--- src/rtl/pit_pkg.sv ---
package pit_pkg;

  typedef enum logic [2:0] {
    M_TC_FLAG   = 3'd0,
    M_ONESHOT   = 3'd1,
    M_RATE      = 3'd2,
    M_SQUARE    = 3'd3,
    M_SW_STROBE = 3'd4,
    M_HW_STROBE = 3'd5
  } pit_mode_e;

  // Field values 6 and 7 fold onto 2 and 3 by dropping the top bit.
  function automatic pit_mode_e fold_mode(input logic [2:0] raw);
    logic [2:0] m;
    m = (raw[2] && raw[1]) ? {1'b0, raw[1:0]} : raw;
    return pit_mode_e'(m);
  endfunction

  function automatic logic is_periodic(input pit_mode_e m);
    return (m == M_RATE) || (m == M_SQUARE);
  endfunction

  // Modes whose counting begins only at a gate rising edge.
  function automatic logic waits_trigger(input pit_mode_e m);
    return (m == M_ONESHOT) || (m == M_HW_STROBE);
  endfunction

  function automatic logic gate_restarts(input pit_mode_e m);
    return waits_trigger(m) || is_periodic(m);
  endfunction

  function automatic logic idle_high(input pit_mode_e m);
    return (m == M_ONESHOT) || (m == M_SQUARE);
  endfunction

endpackage

--- src/rtl/pit_ctrl.sv ---
module pit_ctrl
  import pit_pkg::*;
(
  input  logic       clk,
  input  logic       rst,
  input  logic       wr_mode,
  input  logic [2:0] mode_in,
  input  logic       bcd_in,
  input  logic       gate,
  output pit_mode_e  mode_q,
  output pit_mode_e  mode_nxt,
  output logic       bcd_q,
  output logic       cfg_ok,
  output logic       trig
);

  logic gate_q;

  always_comb mode_nxt = wr_mode ? fold_mode(mode_in) : mode_q;

  always_ff @(posedge clk) begin
    if (rst) begin
      mode_q <= M_TC_FLAG;
      bcd_q  <= 1'b0;
      cfg_ok <= 1'b0;
    end else if (wr_mode) begin
      mode_q <= mode_nxt;
      bcd_q  <= bcd_in;
      cfg_ok <= 1'b1;
    end
  end

  // Gate history follows the pin on every clock, reset or not.
  always_ff @(posedge clk) gate_q <= gate;

  assign trig = gate & ~gate_q;

endmodule

--- src/rtl/pit_count.sv ---
module pit_count
  import pit_pkg::*;
#(
  parameter int CW = 16
) (
  input  logic          clk,
  input  logic          rst,
  input  pit_mode_e     mode,
  input  logic          cfg_ok,
  input  logic          wr_mode,
  input  logic          wr_cnt,
  input  logic [CW-1:0] cnt_in,
  input  logic          tick,
  input  logic          gate,
  input  logic          trig,
  output logic          started_n,
  output logic          wrapped_n,
  output logic [CW:0]   reload_n,
  output logic [CW:0]   elapsed_n,
  output logic [CW-1:0] down_n
);

  localparam int RW = CW + 1;
  localparam logic [RW-1:0] FULL  = {1'b1, {CW{1'b0}}};
  localparam logic [RW-1:0] ONE_R = RW'(1);
  localparam logic [CW-1:0] ONE_C = CW'(1);

  logic          started_r, loaded_r, wrapped_r, loaded_n;
  logic [RW-1:0] reload_r, elapsed_r, inc;
  logic [CW-1:0] down_r;
  logic          run;

  assign inc = elapsed_r + ONE_R;
  assign run = tick && started_r && (waits_trigger(mode) || gate);

  always_comb begin
    started_n = started_r;
    loaded_n  = loaded_r;
    wrapped_n = wrapped_r;
    reload_n  = reload_r;
    elapsed_n = elapsed_r;
    down_n    = down_r;
    if (wr_mode) begin
      started_n = 1'b0;
      loaded_n  = 1'b0;
      wrapped_n = 1'b0;
      elapsed_n = '0;
      down_n    = '0;
    end else if (wr_cnt && cfg_ok) begin
      reload_n  = (cnt_in == '0) ? FULL : {1'b0, cnt_in};
      down_n    = cnt_in;
      elapsed_n = '0;
      wrapped_n = 1'b0;
      loaded_n  = 1'b1;
      started_n = !waits_trigger(mode);
    end else if (trig && loaded_r && gate_restarts(mode)) begin
      started_n = 1'b1;
      elapsed_n = '0;
      wrapped_n = 1'b0;
      down_n    = reload_r[CW-1:0];
    end else if (run) begin
      down_n = down_r - ONE_C;
      if (is_periodic(mode)) begin
        if (inc == reload_r) begin
          elapsed_n = '0;
          wrapped_n = 1'b1;
        end else begin
          elapsed_n = inc;
        end
      end else if (elapsed_r <= reload_r) begin
        // One-shot modes stop one step past the count.
        elapsed_n = inc;
      end
    end
  end

  always_ff @(posedge clk) begin
    if (rst) begin
      started_r <= 1'b0;
      loaded_r  <= 1'b0;
      wrapped_r <= 1'b0;
      reload_r  <= '0;
      elapsed_r <= '0;
      down_r    <= '0;
    end else begin
      started_r <= started_n;
      loaded_r  <= loaded_n;
      wrapped_r <= wrapped_n;
      reload_r  <= reload_n;
      elapsed_r <= elapsed_n;
      down_r    <= down_n;
    end
  end

endmodule

--- src/rtl/pit_view.sv ---
module pit_view
  import pit_pkg::*;
#(
  parameter int CW = 16
) (
  input  pit_mode_e     mode,
  input  logic          started,
  input  logic          wrapped,
  input  logic [CW:0]   reload,
  input  logic [CW:0]   elapsed,
  input  logic [CW-1:0] down,
  output logic          lvl,
  output logic [CW-1:0] shown
);

  localparam int XW = CW + 2;

  logic [XW-1:0] twice, rel_x, half, fold;

  assign twice = {elapsed, 1'b0};
  assign rel_x = {1'b0, reload};
  assign half  = (rel_x + XW'(1)) >> 1;
  assign fold  = (twice >= rel_x) ? (twice - rel_x) : twice;

  always_comb begin
    lvl   = 1'b0;
    shown = down;
    if (!started) begin
      lvl = idle_high(mode);
    end else begin
      case (mode)
        M_TC_FLAG, M_ONESHOT: lvl = (elapsed >= reload);
        M_RATE: begin
          lvl   = wrapped && (elapsed == '0);
          shown = CW'(reload - elapsed);
        end
        M_SQUARE: begin
          lvl   = ({1'b0, elapsed} < half);
          shown = CW'(rel_x - fold);
        end
        default: lvl = (elapsed == reload);
      endcase
    end
  end

endmodule

--- src/rtl/pit_channel.sv ---
module pit_channel
  import pit_pkg::*;
#(
  parameter int CW = 16
) (
  input  logic          clk,
  input  logic          rst,
  input  logic          tick,
  input  logic          gate,
  input  logic          wr_mode,
  input  logic [2:0]    mode_i,
  input  logic          bcd_i,
  input  logic          wr_cnt,
  input  logic [CW-1:0] count_i,
  output logic          out_o,
  output logic [CW-1:0] count_o,
  output logic [2:0]    mode_o,
  output logic          bcd_o
);

  pit_mode_e     mode_q, mode_nxt;
  logic          cfg_ok, trig;
  logic          started_n, wrapped_n, lvl;
  logic [CW:0]   reload_n, elapsed_n;
  logic [CW-1:0] down_n, shown;

  pit_ctrl u_ctrl (
    .clk      (clk),
    .rst      (rst),
    .wr_mode  (wr_mode),
    .mode_in  (mode_i),
    .bcd_in   (bcd_i),
    .gate     (gate),
    .mode_q   (mode_q),
    .mode_nxt (mode_nxt),
    .bcd_q    (bcd_o),
    .cfg_ok   (cfg_ok),
    .trig     (trig)
  );

  pit_count #(.CW(CW)) u_count (
    .clk       (clk),
    .rst       (rst),
    .mode      (mode_q),
    .cfg_ok    (cfg_ok),
    .wr_mode   (wr_mode),
    .wr_cnt    (wr_cnt),
    .cnt_in    (count_i),
    .tick      (tick),
    .gate      (gate),
    .trig      (trig),
    .started_n (started_n),
    .wrapped_n (wrapped_n),
    .reload_n  (reload_n),
    .elapsed_n (elapsed_n),
    .down_n    (down_n)
  );

  // Decode from next state so the outputs move on the same edge as the state.
  pit_view #(.CW(CW)) u_view (
    .mode    (mode_nxt),
    .started (started_n),
    .wrapped (wrapped_n),
    .reload  (reload_n),
    .elapsed (elapsed_n),
    .down    (down_n),
    .lvl     (lvl),
    .shown   (shown)
  );

  assign mode_o = mode_q;

  always_ff @(posedge clk) begin
    if (rst) begin
      out_o   <= 1'b0;
      count_o <= '0;
    end else begin
      out_o   <= lvl;
      count_o <= shown;
    end
  end

endmodule

--- config.mk ---
export PLATFORM = sky130hd
export DESIGN_NAME = pit_channel
export DESIGN_NICKNAME = d
export VERILOG_FILES = /design/src/rtl/pit_pkg.sv /design/src/rtl/pit_ctrl.sv /design/src/rtl/pit_count.sv /design/src/rtl/pit_view.sv /design/src/rtl/pit_channel.sv
export SDC_FILE = /design/constraint.sdc
export NUM_CORES = 1
export LEC_CHECK = 0
export BUFFER_PORTS_ARGS = -buffer_cell sky130_fd_sc_hd__buf_2
export CAP_MARGIN = 40
export CORE_MARGIN = 1.5
export CORE_UTILIZATION = 63
export CTS_BUF_LIST = sky130_fd_sc_hd__clkbuf_8
export CTS_CLUSTER_DIAMETER = 150
export DETAILED_ROUTE_END_ITERATION = 16
export GPL_ROUTABILITY_DRIVEN = 0
export GPL_TIMING_DRIVEN = 0
export MAX_ROUTING_LAYER = met4
export PLACE_DENSITY = 0.82
export SLEW_MARGIN = 20
export SYNTH_ARGS = -nofsm -noshare
export SYNTH_HDL_FRONTEND = slang
export SYNTH_SLANG_ARGS = --single-unit
--- constraint.sdc ---
create_clock -name clk -period 10.6 [get_ports clk]
set_input_delay 1.06 -clock clk [delete_from_list [all_inputs] [get_ports clk]]
set_output_delay 1.06 -clock clk [all_outputs]
set_load 0.05 [all_outputs]
==> out/qor.csv <==
stage;metric;value;unit
clocking;total clock sinks;76;
clocking;Clk Latency, worst-skew pair;380;ps
final_layout;final net count;1149;
final_layout;Design Area, Final;8157;um^2
grt;first-pass GRT wire length;37500;um
synthesis;post-synthesis mux area share;4.905;%
setup_path;type of origin of the critical path;flip-flop;
synthesis;number of synthesized flops with an enable pin;0;
final_layout;share of cells above drive strength 1;10.37;%
synthesis;Compound-Gate Fraction of Synth Area;20.87;%
synthesis;Mapped Area;7475;um^2
synthesis;Synth Area in Adders;14.76;%
synthesis;Synth Register Bits;76;
synthesis;synthesized area per cell;7.698;um^2
floorplan;Core ar.;11520;um^2
synthesis;Post-Synthesis Cells;971;
setup_path;Crit path largest cell delay;590;ps
setup_path;Worst Setup End Kind;flip-flop;
synthesis;simple-gate share of the synthesized area;24.59;%
setup_path;Worst path top cell family by delay;compound AO/OA/AOI/OAI gates;
drt;antenna viol nets, final;0;
power;Leakage Power;3.602;nW
sta;fin crit share;87.93;%
floorplan;die area;12530;um^2
sta;Tmin final;9321;ps
grt;largest net degree at the start of global routing;14;
setup_path;Setup CP Type;flip-flop to flip-flop;
hold_path;Hold Crit Class;flip-flop to flip-flop;
floorplan;Die Wd;111.9;um
floorplan;Initial Utilization;64.91;%
setup_path;Crit-path slowest cell;or4b_4;
sta;final hold vios;0;
clocking;Post CTS Setup Buffer Count;0;
sta;fmax;107.3;MHz
final_layout;highest-count cells in the layout ignoring fill and taps;133 x nor2_1, 85 x ha_1, 77 x a21oi_1;
final_layout;Final Util;70.83;%
clocking;CTS tree;yes;
floorplan;# IOs;47;
floorplan;Die Y;111.9;um
sta;final setup violation count;0;
clocking;CTS clk-pin slew, worst paths;80;ps
sta;clk_skew;9.552;ps
sta;WHS;488.3;ps
grt;number of global-route vias before repair;7150;
grt;remaining global-route overflow;0;
placed_design;Placed Area;7914;um^2
setup_path;WP data required;10860;ps
synthesis;Distinct cells, synth;79;
drt;initial detailed-routing violation count;944;
clocking;clock root buffer;clkbuf_8;
setup_path;CP Max Fanout;10;
drt;residual DRC count;0;
drt;wire length per cell;20.38;um
drt;Pre-Repair DR Iteration Count;6;
outcome;status;complete, no violations;
final_layout;commonest non-fill, non-tap cell in the layout;nor2_1;
clocking;number of CTS-inserted buffers;9;
clocking;post-CTS sizing;0;
floorplan;row count;39;
sta;unrepaired setup endpoints after global routing;false;
run;max_cap viols;0;
power;Final Total Pwr;0.0007817;W
clocking;htree depth;3;
drt;WL final;24120;um
clocking;CTS max path bufs;2;
synthesis;asr flop ratio synth;0;%
synthesis;most common flop cell mapped by yosys;dfxtp_1;
final_layout;Syn-to-layout area delta;9.123;%
setup_path;Bufs and invs on worst path;5;
power;peak supply drop;89.67;uV
placed_design;Post-DP HPWL;19200;um
sta;slew margin rel.;39.72;%
setup_path;arrival time at the worst endpoint;9580;ps
drt;DR vias;7901;
grt;total global-route track usage;39.56;%
synthesis;Synth Net Count;1084;
clocking;hold_buf cts;0;
synthesis;sequential share of the synthesized area;20.35;%
sta;worst slew pin tran;897.2;ps
synthesis;Yosys warning count;0;
sta;fin. max-slew vios;0;
sta;setup TNS;0;ps
power;Cell Pwr Density;95.83;nW/um^2
final_layout;diode count;0;
synthesis;largest family of logic cells by synthesized area;simple AND/OR/NAND/NOR gates;
drt;Vias per Instance;6.673;
grt;initial antenna violation count;0;
placed_design;IO Port Bufs;45;
synthesis;XOR/XNOR Fraction of Synth Area;9.324;%
==> worst reg2reg max path, delay by kind of cell, from the launching register on <==
kind,cells,cell delay (ps)
compound gates,13,3270
simple gates,12,3270
buf+inv,5,960
fa+ha+maj,3,920
flops,1,470
mux,1,210
xor+xnor,1,120
==> cell type report <==
type	instances	area (um^2)
clock buffer	9	123.9
clock inverter	7	91.34
multi-input combinational	804	5565
inverter	48	180.2
timing repair buffer	54	287.8
fill	964	3359
tap	143	178.9
buffer	43	207.7
sequential	76	1521
==> path summary, 6_finish.rpt <==
path | start | cells after the start | end | slack, ps
setup reg to reg | u_count.elapsed_r[0] | 35 | count_o[15] | 1280
setup / recovery | u_count.elapsed_r[0] | 35 | count_o[15] | 1280
hold reg to reg | u_count.loaded_r | 2 | u_count.loaded_r | 490
hold / removal | u_count.loaded_r | 2 | u_count.loaded_r | 490
==> layer usage <==
metal / up-vias / global-route usage, % / routed length [um]
li1: 3672 / - / -
met1: 3680 / 49.98 / 9568
met2: 455 / 60.99 / 10860
met3: 94 / 7.676 / 2641
met4: 0 / 18.55 / 1056
met5: - / - / 0
==> synthesized netlist by cell type (7+ instances only) <==
cell / instances / area [um^2]
mux2i_1: 31 / 310.3
clkbuf_1: 24 / 90.09
nand2b_1: 9 / 56.30
a21o_1: 21 / 157.7
xnor2_1: 48 / 420.4
a211oi_1: 18 / 135.1
o21a_1: 11 / 82.58
xor2_1: 29 / 254.0
o21bai_1: 8 / 60.06
a31oi_1: 10 / 62.56
nand4_1: 21 / 131.4
dfxtp_1: 76 / 1521
buf_1: 7 / 26.28
ha_1: 85 / 1064
nand3_1: 25 / 125.1
nor2_1: 133 / 499.2
inv_1: 48 / 180.2
o21ai_0: 28 / 140.1
a21oi_1: 77 / 385.4
nor4_1: 16 / 100.1
and3_1: 9 / 56.30
nor3_1: 49 / 245.2
nor2b_1: 9 / 56.30
or3_1: 11 / 68.82
nand2_1: 52 / 195.2
==> through the flow <==
stage	std cells	worst slack [ps]
finish	1184	1279
global route	1184	671.8
floorplan	971	2712
CTS	1180	1358
global placement	1159	1314
detailed placement	1164	1240
==> where the power goes <==
| part | internal (W) | switching (W) | leakage [nW] |
|---|---|---|---|
| Clock | 0.000132 | 0.000116 | 0.115 |
| Sequential | 0.000292 | 0.00000595 | 0.616 |
| Combinational | 0.0000910 | 0.000145 | 2.87 |
| Total | 0.000515 | 0.000266 | 3.60 |
==> flip-flops by register name, indices dropped and copies added, names as in the netlist <==
register / flops
count_o: 16
out_o: 1
u_count.down_r: 16
u_count.elapsed_r: 17
u_count.loaded_r: 1
u_count.reload_r: 17
u_count.started_r: 1
u_count.wrapped_r: 1
u_ctrl.bcd_q: 1
u_ctrl.cfg_ok: 1
u_ctrl.gate_q: 1
u_ctrl.mode_q: 3
==> logic make-up after synthesis <==
kind of cell	Yosys count
simple gates	369
compound gates	234
buf+inv	91
fa+ha+maj	87
xor+xnor	78
flops	76
mux	36
(Power assumes the default switching activity.)
